$ cat src/rtl/apchk_pkg.sv
package apchk_pkg;

    localparam int unsigned ADDR_MSB  = 35;
    localparam int unsigned ADDR_LSB  = 3;
    localparam int unsigned SPLIT_LSB = 24;
    localparam int unsigned NGRP      = 2;
    localparam int unsigned AW        = ADDR_MSB - ADDR_LSB + 1;

    typedef logic [ADDR_MSB:ADDR_LSB] addr_pins_t;
    typedef logic [NGRP-1:0]          par_pins_t;

    // group 1 = upper slice, group 0 = lower slice
    function automatic int unsigned grp_msb(input int unsigned g);
        return (g == 0) ? SPLIT_LSB - 1 : ADDR_MSB;
    endfunction

    function automatic int unsigned grp_lsb(input int unsigned g);
        return (g == 0) ? ADDR_LSB : SPLIT_LSB;
    endfunction

    typedef struct packed {
        logic      oe;
        par_pins_t ap_n;
    } iss_st_t;

    typedef struct packed {
        logic       s1_vld;
        addr_pins_t s1_a_n;
        par_pins_t  s1_ap_n;
        logic       oe;
        logic       slot;
    } chk_st_t;

    typedef struct packed {
        logic abort_en;
        logic abort;
        logic mce;
    } obs_st_t;

endpackage

$ cat src/rtl/apchk_grp_par.sv
module apchk_grp_par #(
    parameter int unsigned W = 12
) (
    input  logic [W-1:0] pins_n,
    output logic         good_level
);
    // Electrical level a correct parity pin must show: high when the count
    // of low covered pins is even.
    logic [W-1:0] lows;

    always_comb begin
        lows       = ~pins_n;
        good_level = ~(^lows);
    end
endmodule

$ cat src/rtl/apchk_par_bank.sv
module apchk_par_bank
    import apchk_pkg::*;
(
    input  addr_pins_t a_n,
    output par_pins_t  good
);
    for (genvar g = 0; g < NGRP; g++) begin : g_grp
        localparam int unsigned HI = grp_msb(g);
        localparam int unsigned LO = grp_lsb(g);
        apchk_grp_par #(.W(HI - LO + 1)) u_par (
            .pins_n     (a_n[HI:LO]),
            .good_level (good[g])
        );
    end
endmodule

$ cat src/rtl/apchk_issue.sv
module apchk_issue
    import apchk_pkg::*;
(
    input  logic       clk,
    input  logic       rst_n,
    input  logic       iss_req,
    input  addr_pins_t iss_a_n,
    output par_pins_t  out_ap_n,
    output logic       out_ap_oe
);
    localparam iss_st_t ISS_RST = '{oe: 1'b0, ap_n: '1};

    iss_st_t   st_d, st_q;
    par_pins_t gen_level;

    apchk_par_bank u_bank (
        .a_n  (iss_a_n),
        .good (gen_level)
    );

    always_comb begin
        st_d      = st_q;
        st_d.oe   = iss_req;
        st_d.ap_n = iss_req ? gen_level : '1;
    end

    always_ff @(posedge clk) begin
        if (!rst_n) st_q <= ISS_RST;
        else        st_q <= st_d;
    end

    assign out_ap_n  = st_q.ap_n;
    assign out_ap_oe = st_q.oe;
endmodule

$ cat src/rtl/apchk_check.sv
module apchk_check
    import apchk_pkg::*;
(
    input  logic       clk,
    input  logic       rst_n,
    input  logic       ads_n,
    input  addr_pins_t a_n,
    input  par_pins_t  ap_n,
    output logic       aerr_oe,
    output logic       slot
);
    localparam chk_st_t CHK_RST = '{
        s1_vld: 1'b0, s1_a_n: '1, s1_ap_n: '1, oe: 1'b0, slot: 1'b0
    };

    chk_st_t   st_d, st_q;
    par_pins_t want_level;
    par_pins_t grp_bad;

    apchk_par_bank u_bank (
        .a_n  (st_q.s1_a_n),
        .good (want_level)
    );

    always_comb begin
        st_d    = st_q;
        grp_bad = st_q.s1_ap_n ^ want_level;

        // stage 1: capture the request on a strobe
        st_d.s1_vld = ~ads_n;
        if (!ads_n) begin
            st_d.s1_a_n  = a_n;
            st_d.s1_ap_n = ap_n;
        end

        // stage 2: drive the error slot and mark it for observation
        st_d.oe   = st_q.s1_vld & (|grp_bad);
        st_d.slot = st_q.s1_vld;
    end

    always_ff @(posedge clk) begin
        if (!rst_n) st_q <= CHK_RST;
        else        st_q <= st_d;
    end

    assign aerr_oe = st_q.oe;
    assign slot    = st_q.slot;
endmodule

$ cat src/rtl/apchk_obs.sv
module apchk_obs (
    input  logic clk,
    input  logic rst_n,
    input  logic cfg_abort_strap,
    input  logic slot,
    input  logic aerr_n,
    output logic xact_abort,
    output logic mce_report
);
    import apchk_pkg::*;

    obs_st_t st_d, st_q;
    logic    hit;

    always_comb begin
        st_d       = st_q;
        hit        = slot & ~aerr_n;
        st_d.abort = hit &  st_q.abort_en;
        st_d.mce   = hit & ~st_q.abort_en;
    end

    always_ff @(posedge clk) begin
        if (!rst_n) begin
            st_q.abort_en <= cfg_abort_strap;
            st_q.abort    <= 1'b0;
            st_q.mce      <= 1'b0;
        end else begin
            st_q <= st_d;
        end
    end

    assign xact_abort = st_q.abort;
    assign mce_report = st_q.mce;
endmodule

$ cat src/rtl/apchk_top.sv
module apchk_top
    import apchk_pkg::*;
(
    input  logic                      clk,
    input  logic                      rst_n,
    input  logic                      cfg_abort_strap,
    input  logic                      iss_req,
    input  logic [ADDR_MSB:ADDR_LSB]  iss_a_n,
    output logic [NGRP-1:0]           out_ap_n,
    output logic                      out_ap_oe,
    input  logic                      bus_ads_n,
    input  logic [ADDR_MSB:ADDR_LSB]  bus_a_n,
    input  logic [NGRP-1:0]           bus_ap_n,
    input  logic                      bus_aerr_n,
    output logic                      aerr_oe,
    output logic                      xact_abort,
    output logic                      mce_report
);
    logic err_slot;

    apchk_issue u_issue (
        .clk       (clk),
        .rst_n     (rst_n),
        .iss_req   (iss_req),
        .iss_a_n   (iss_a_n),
        .out_ap_n  (out_ap_n),
        .out_ap_oe (out_ap_oe)
    );

    apchk_check u_check (
        .clk     (clk),
        .rst_n   (rst_n),
        .ads_n   (bus_ads_n),
        .a_n     (bus_a_n),
        .ap_n    (bus_ap_n),
        .aerr_oe (aerr_oe),
        .slot    (err_slot)
    );

    apchk_obs u_obs (
        .clk             (clk),
        .rst_n           (rst_n),
        .cfg_abort_strap (cfg_abort_strap),
        .slot            (err_slot),
        .aerr_n          (bus_aerr_n),
        .xact_abort      (xact_abort),
        .mce_report      (mce_report)
    );
endmodule

$ cat config.mk
export PLATFORM = sky130hd
export DESIGN_NAME = apchk_top
export DESIGN_NICKNAME = d
export VERILOG_FILES = /design/src/rtl/apchk_pkg.sv /design/src/rtl/apchk_grp_par.sv /design/src/rtl/apchk_par_bank.sv /design/src/rtl/apchk_issue.sv /design/src/rtl/apchk_check.sv /design/src/rtl/apchk_obs.sv /design/src/rtl/apchk_top.sv
export SDC_FILE = /design/constraint.sdc
export NUM_CORES = 1
export LEC_CHECK = 0
export CAP_MARGIN = 20
export CORE_ASPECT_RATIO = 0.75
export CORE_MARGIN = 2
export CORE_UTILIZATION = 39
export CTS_CLUSTER_DIAMETER = 120
export DETAILED_ROUTE_END_ITERATION = 8
export PLACE_DENSITY_LB_ADDON = 0.05
export SLEW_MARGIN = 25
export SYNTH_ARGS = -nofsm -noshare
export SYNTH_HDL_FRONTEND = slang
export SYNTH_SLANG_ARGS = --single-unit
$ cat constraint.sdc
create_clock -name clk -period 1.35 [get_ports clk]
set_clock_uncertainty 0.05 [all_clocks]
set_input_delay 0.3375 -clock clk [delete_from_list [all_inputs] [get_ports clk]]
set_output_delay 0.3375 -clock clk [all_outputs]
set_load 0.02 [all_outputs]
==> results of run 1 <==
metal layers:
layer | vias up | global-route usage, % | part of all wire, %
met4 | 0 | 4.038 | 0.33
met5 | - | 0 | 0
met3 | 2 | 5.368 | 7.4
li1 | 794 | - | -
met2 | 42 | 24.33 | 47
met1 | 663 | 17.21 | 45
power groups by stage:
stage / registers (mW) / logic, mW / clock network, mW
6_report: 1.45 / 0.943 / 1.29
5_1_grt: 1.46 / 1.02 / 1.38
4_1_cts: 1.44 / 0.933 / 1.32
3_5_place_dp: 1.47 / 0.953 / 0
3_3_place_gp: 1.47 / 0.950 / 0
2_1_floorplan: 1.49 / 0.577 / 0
area by class of cell:
class | count | area, um2 | share of cell area, %
multi-input combinational | 143 | 1172 | 36.85
sequential | 44 | 895.9 | 28.16
timing repair buffer | 87 | 880.8 | 27.68
clock buffer | 6 | 93.84 | 2.949
tap | 60 | 75.07 | 2.359
clock inverter | 2 | 60.06 | 1.888
inverter | 1 | 3.754 | 0.1180
placed cells by master (no fill, tap or decap), types with 4 or more instances in the layout:
master            n
buf_4             6
clkbuf_8          5
clkdlybuf4s15_1   7
clkdlybuf4s50_1  46
dfxtp_1          39
dfxtp_2           4
dlygate4sd2_1    14
dlymetal6s2s_1   11
mux2i_1          35
nand2_1          38
xnor2_1          46
xnor2_2          10
xor2_1            7
cells by family after synthesis:
kind of cell,count (synthesis),share of synthesized area (%)
buffers and inverters,9,1.920
AOI/OAI and AO/OA,1,0.3719
xor gates and xnor gates,64,27.76
DFF,44,44.11
muxes,35,17.35
and+or+nand+nor,43,8.488
through the flow:
step | TNS (ns) | power, mW | setup slack [ns] | util (%) | hold slack [ns]
5_1_grt | -0.1399 | 3.859 | -0.1399 | 64.58 | 0.4194
2_1_floorplan | 0 | 2.068 | 0.04615 | - | 0.3562
3_5_place_dp | -4.647 | 2.424 | -0.4596 | 59.47 | 0.3721
3_3_place_gp | -4.485 | 2.419 | -0.4517 | 59.47 | 0.3671
4_1_cts | -0.06635 | 3.699 | -0.06635 | 62.42 | 0.3833
6_report | -0.07115 | 3.680 | -0.07115 | 64.58 | 0.3808
worst min-delay path by stage:
stage	end	slack [ns]	cells past startpoint
6_report	u_obs.mce_report$_SDFF_PN0_	0.38	1
5_1_grt	u_obs.mce_report$_SDFF_PN0_	0.42	1
4_1_cts	u_obs.mce_report$_SDFF_PN0_	0.38	1
3_5_place_dp	u_obs.mce_report$_SDFF_PN0_	0.37	1
3_3_place_gp	u_obs.mce_report$_SDFF_PN0_	0.37	1
2_1_floorplan	u_obs.mce_report$_SDFF_PN0_	0.36	1
timing repair:
action | CTS | global route
setup buffers | 0 | 0
resized for setup | 25 | 29
pin swaps | 25 | 20
setup endpoints to repair | 8 | 8
hold endpoints to repair | 0 | 0
worst reg2reg max path: cells and delay by family (launching register included):
family,cells,cell delay [ns]
compound gates,1,0.07
xor+xnor,5,0.85
flops,1,0.34
==> results_dict.tcl, run 1 <==
set metrics [dict create \
    status "finished with violations" \
    violations "setup timing" \
    crit_type "reg2reg" \
    diodes 0 \
    clock-sinks 44 \
    ys_seq_area_share_pct 44.11 \
    critPathTopFamily "XOR/XNOR gates" \
    drt_iter0_markers 22 \
    crit_required_ns 1.48 \
    worstSetupEndpoint "u_check.aerr_oe$_SDFF_PN0_" \
    yosysWarnings 0 \
    reg2reg_depth 6 \
    crit_path_start "u_check.st_q[10]$_SDFFE_PN1N_" \
    clk-insertion-delay-late_ns 0.29 \
    slowest_stage "dfxtp_2" \
    cts_buffer_depth 2 \
    grt_max_degree 20 \
    n_fill_cell 432 \
    regMostFlops "u_check.st_q" \
    hpwl_um 2929 \
    synth_top_area_share_pct 42.63 \
    drc_errors 0 \
    layout.cells.non_filler 343 \
    ys_ff_latch 44 \
    grt_overflow 0 \
    crit_top_cell "xnor2_1" \
    root_buffer "clkbuf_8" \
    vdd_drop_max_v 0.0006650 \
    grt.total_usage_pct 14.41 \
    synth.avg_cell_area_um2 10.30 \
    fp.dieW_um 87.09 \
    synth_area_leaders "dfxtp_1 43%, xnor2_1 24%, mux2i_1 17%" \
    clkPwrFrac_pct 35.1 \
    drv_slew 0 \
    place_inst 335 \
    antenna_left 0 \
    cp-end-kind "register" \
    p_leak_nw 1.417 \
    ys.flop_type "dfxtp_1" \
    min_from "u_obs.st_d[2]$_DFFE_PN_" \
    ctsHtreeMaxLevel 2 \
    p_sw_share_pct 23.17 \
    arrival_ns 1.55 \
    power.switching_uw 852.4 \
    cts_made_buffers 5 \
    critPathBufInv 0 \
    rr_endpoint "u_check.aerr_oe$_SDFF_PN0_" \
    initial_core_util_pct 40.99 \
    reg2reg_setup_slack_ns -0.07 \
    synth_most_common_cell "xnor2_1" \
    worstSetupPathDepth 6 \
    p_per_area_mw_per_mm2 1156 \
    fin_ws_ns -0.07115 \
    setup-violations-final 1 \
    crit_fanout 2 \
    max_slew_margin_pct 81.24 \
    min_path_type "reg2reg" \
    portBuffers 79 \
    timing.final.crit_share_pct 105.3 \
    wire_per_inst_um 11.43 \
    critical_path.cell_chain "xor2_2 > xnor2_1 > xnor2_1 > xnor2_1 > xnor2_1 > a21boi_1" \
    layout-drive-gt1-share_pct 11.31 \
    syn_to_final_growth_pct 57.56 \
    maxCapViolations 0 \
    grt_setup_unrepaired "yes" \
    die_area_mm2 0.005776 \
    synth_edf_count 1 \
    core_area_mm2 0.004927 \
    postLayoutCellArea_mm2 0.003182 \
    placementRows 22 \
    crit-reg2reg-launch "u_check.st_q[10]$_SDFFE_PN1N_" \
    synthDistinctLibCells 14 \
    clock.fmax_mhz 703.7 \
    vias 1501 \
    worst_slew_pin_slew_ns 0.2805 \
    grt_pass1_wl_um 6417 \
    synth_area_mm2 0.002019 \
    viasPerCell 4.376 \
    slowest_delay_ns 0.34 \
    tritoncts "yes" \
    syn_nets 270 \
    async_flop_share_pct 0 \
    synth_area_leader_cell "dfxtp_1" \
    start_kind "register" \
    syn_inst 196 \
    antenna_found_initial 0 \
    finalCriticalPeriod_ns 1.421 \
    die_y_um 66.32 \
    ios 80 \
    place.gp.congestion 0.6575 \
    p_seq_share_pct 39.3 \
    combinationalPowerShare_pct 25.6 \
    hold_viol 0 \
    nets 356 \
    firstDrtPassIters 2 \
    placed_area_mm2 0.002930 \
    clk_pin_slew_worst_paths_ns 0.09 \
    p_int_mw 2.827 \
    largest_reg_flops 35 \
    cts_hold_buf 0 \
    synth_common_cells "56 x xnor2_1, 43 x dfxtp_1, 38 x nand2_1, 35 x mux2i_1, 8 x xor2_1" \
    grt_pass1_vias 1500 \
    routed_wl_um 3921 \
]
(Power assumes the default switching activity.)
==> run 2, diff against run 1 <==
Settings changed: SLEW_MARGIN 25 to 10.
==> results of run 2 <==
Same layout as run 1: the final DEF is identical, and so are final timing and power.
==> run 3, diff against run 2 <==
Settings changed: REMOVE_ABC_BUFFERS from default to 1.
==> run 3 against run 2 <==
Effect of this change: the run still ends with setup timing left; non-clock buffer count increased by 2; worst setup slack improved by 0.028 ns; wire length decreased by 0.38%; first-iteration DRC count increased by 95%; combinational power decreased by 0.5%; global-route usage about the same; largest cell class unchanged.
==> results_dict.tcl, run 3 (same netlist as run 1, synthesis figures left out) <==
set metrics [dict create \
    status "finished with violations" \
    violations "setup timing" \
    placed_area_mm2 0.002958 \
    antenna_left 0 \
    arrival_ns 1.52 \
    min_from "u_obs.st_d[2]$_DFFE_PN_" \
    grt.total_usage_pct 14.46 \
    max_slew_margin_pct 84.77 \
    p_int_mw 2.388 \
    p_seq_share_pct 45.1 \
    root_buffer "clkbuf_8" \
    cp-end-kind "register" \
    die_area_mm2 0.005776 \
    clock-sinks 44 \
    syn_to_final_growth_pct 53.22 \
    postLayoutCellArea_mm2 0.003094 \
    min_path_type "reg2reg" \
    clock.fmax_mhz 718.0 \
    hpwl_um 3027 \
    initial_core_util_pct 40.99 \
    hold_end "u_obs.mce_report$_SDFF_PN0_" \
    viasPerCell 4.359 \
    die_y_um 66.32 \
    timing.final.crit_share_pct 103.2 \
    mostFrequentLayoutCell "xnor2_1" \
    worst_slew_pin_slew_ns 0.2268 \
    n_fill_cell 433 \
    use_met2_pct 22.23 \
    grt_setup_unrepaired "yes" \
    crit-reg2reg-launch "u_check.st_q[10]$_SDFFE_PN1N_" \
    combinationalPowerShare_pct 29.3 \
    p_sw_share_pct 25.33 \
    layout-drive-gt1-share_pct 10.18 \
    vias 1504 \
    crit_fanout 2 \
    grt_pass1_wl_um 6437 \
    placementRows 22 \
    reg2reg_setup_slack_ns -0.04 \
    p_leak_nw 1.380 \
    grt_max_degree 18 \
    fp.dieW_um 87.09 \
    wire_per_inst_um 11.32 \
    start_kind "register" \
    fin_ws_ns -0.04278 \
    holdPathStages 1 \
    largest_reg_flops 35 \
    ctsHtreeMaxLevel 2 \
    cts_made_buffers 5 \
    grt_pass1_vias 1505 \
    diodes 0 \
    use_met3_pct 4.494 \
    rr_endpoint "u_check.aerr_oe$_SDFF_PN0_" \
    antenna_found_initial 0 \
    finalCriticalPeriod_ns 1.393 \
    cts_buffer_depth 2 \
    core_area_mm2 0.004927 \
    mostFrequentLayoutCells "50 x xnor2_1, 45 x clkdlybuf4s50_1, 41 x dfxtp_1" \
    vdd_drop_max_v 0.0004879 \
    drc_errors 0 \
    grt_overflow 0 \
    drv_slew 0 \
    clkPwrFrac_pct 25.5 \
    setup-violations-final 1 \
    routed_wl_um 3906 \
    cts_setup_buffers 0 \
    tritoncts "yes" \
    ios 80 \
    firstDrtPassIters 4 \
    crit_required_ns 1.48 \
    place.gp.congestion 0.7085 \
    hold_viol 0 \
    grt-busiest-layer "met2" \
    power.switching_uw 809.9 \
    clk-insertion-delay-late_ns 0.28 \
    grt_util_met1_pct 19.33 \
    regMostFlops "u_check.st_q" \
    whs_ns 0.3750 \
    clk_pin_slew_worst_paths_ns 0.07 \
    reg2reg_depth 6 \
    nets 358 \
    cts_hold_buf 0 \
    maxCapViolations 0 \
    crit_type "reg2reg" \
    portBuffers 79 \
    drt_iter0_markers 43 \
    power_mw 3.198 \
    p_per_area_mw_per_mm2 1033 \
]
## run 3: cell count changes in the layout (fill, tap and decap cells not counted), sizes merged
cell	previous run	this run
clkdlybuf4s15	7	11
bufinv	2	0
clkbuf	6	12
buf	9	11
clkdlybuf4s50	46	45
dlygate4sd2	14	7
## run 3: how the worst max path moves through the flow
stage	from	to	slack (ns)	cells after the start
5_1_grt	u_check.st_q[10]$_SDFFE_PN1N_	u_check.aerr_oe$_SDFF_PN0_	-0.17	6
2_1_floorplan	iss_a_n[10]	u_issue.out_ap_n[0]$_SDFF_PN1_	0.05	6
4_1_cts	u_check.st_q[10]$_SDFFE_PN1N_	u_check.aerr_oe$_SDFF_PN0_	-0.06	6
6_report	u_check.st_q[10]$_SDFFE_PN1N_	u_check.aerr_oe$_SDFF_PN0_	-0.04	6
3_3_place_gp	iss_a_n[11]	u_issue.out_ap_n[0]$_SDFF_PN1_	-0.45	7
3_5_place_dp	iss_a_n[11]	u_issue.out_ap_n[0]$_SDFF_PN1_	-0.52	7
## run 3: worst max-delay path: stages, from the launching register on
cell and delay [ns]:
dfxtp_2 0.33, xor2_1 0.16, xnor2_1 0.20, xnor2_1 0.17, xnor2_1 0.16, xnor2_1 0.14, a21boi_1 0.07
## run 3: metal layers
metal / wire (um) / share of wire [%]
met1: 1947 / 50
met2: 1708 / 44
met3: 235 / 6.0
met4: 14 / 0.36
met5: 0 / 0
## run 3: area by class of cell
class / count / area (um2) / area share (%)
Clock buffer: 8 / 90.09 / 2.911
Inverter: 1 / 3.754 / 0.1213
Multi-Input combinational cell: 143 / 1135 / 36.68
Tap cell: 60 / 75.07 / 2.426
Timing Repair Buffer: 89 / 897.1 / 28.99
Sequential cell: 44 / 893.4 / 28.87
## run 3: power by group through the flow
stage | Clock (mW) | Sequential [mW] | Combinational [mW]
global placement | 0 | 1.47 | 0.957
CTS | 0.844 | 1.44 | 0.943
detailed placement | 0 | 1.47 | 0.965
floorplan | 0 | 1.49 | 0.541
global route | 0.906 | 1.46 | 1.03
finish | 0.817 | 1.44 | 0.938
## run 3: through the flow
stage / util (%) / std cells / TNS (ns) / worst slack (ns)
3_3_place_gp: 60.03 / 337 / -0.8781 / -0.4474
2_1_floorplan: - / 188 / 0 / 0.04615
5_1_grt: 62.80 / 345 / -0.1671 / -0.1671
6_report: 62.80 / 345 / -0.04278 / -0.04278
4_1_cts: 61.53 / 345 / -0.06325 / -0.06325
3_5_place_dp: 60.03 / 337 / -0.9193 / -0.5157
## run 3: repair_timing
item / 4_1_cts / 5_1_grt
pin swaps: 24 / 27
resized for setup: 26 / 34
endpoints found under the setup margin: 8 / 4
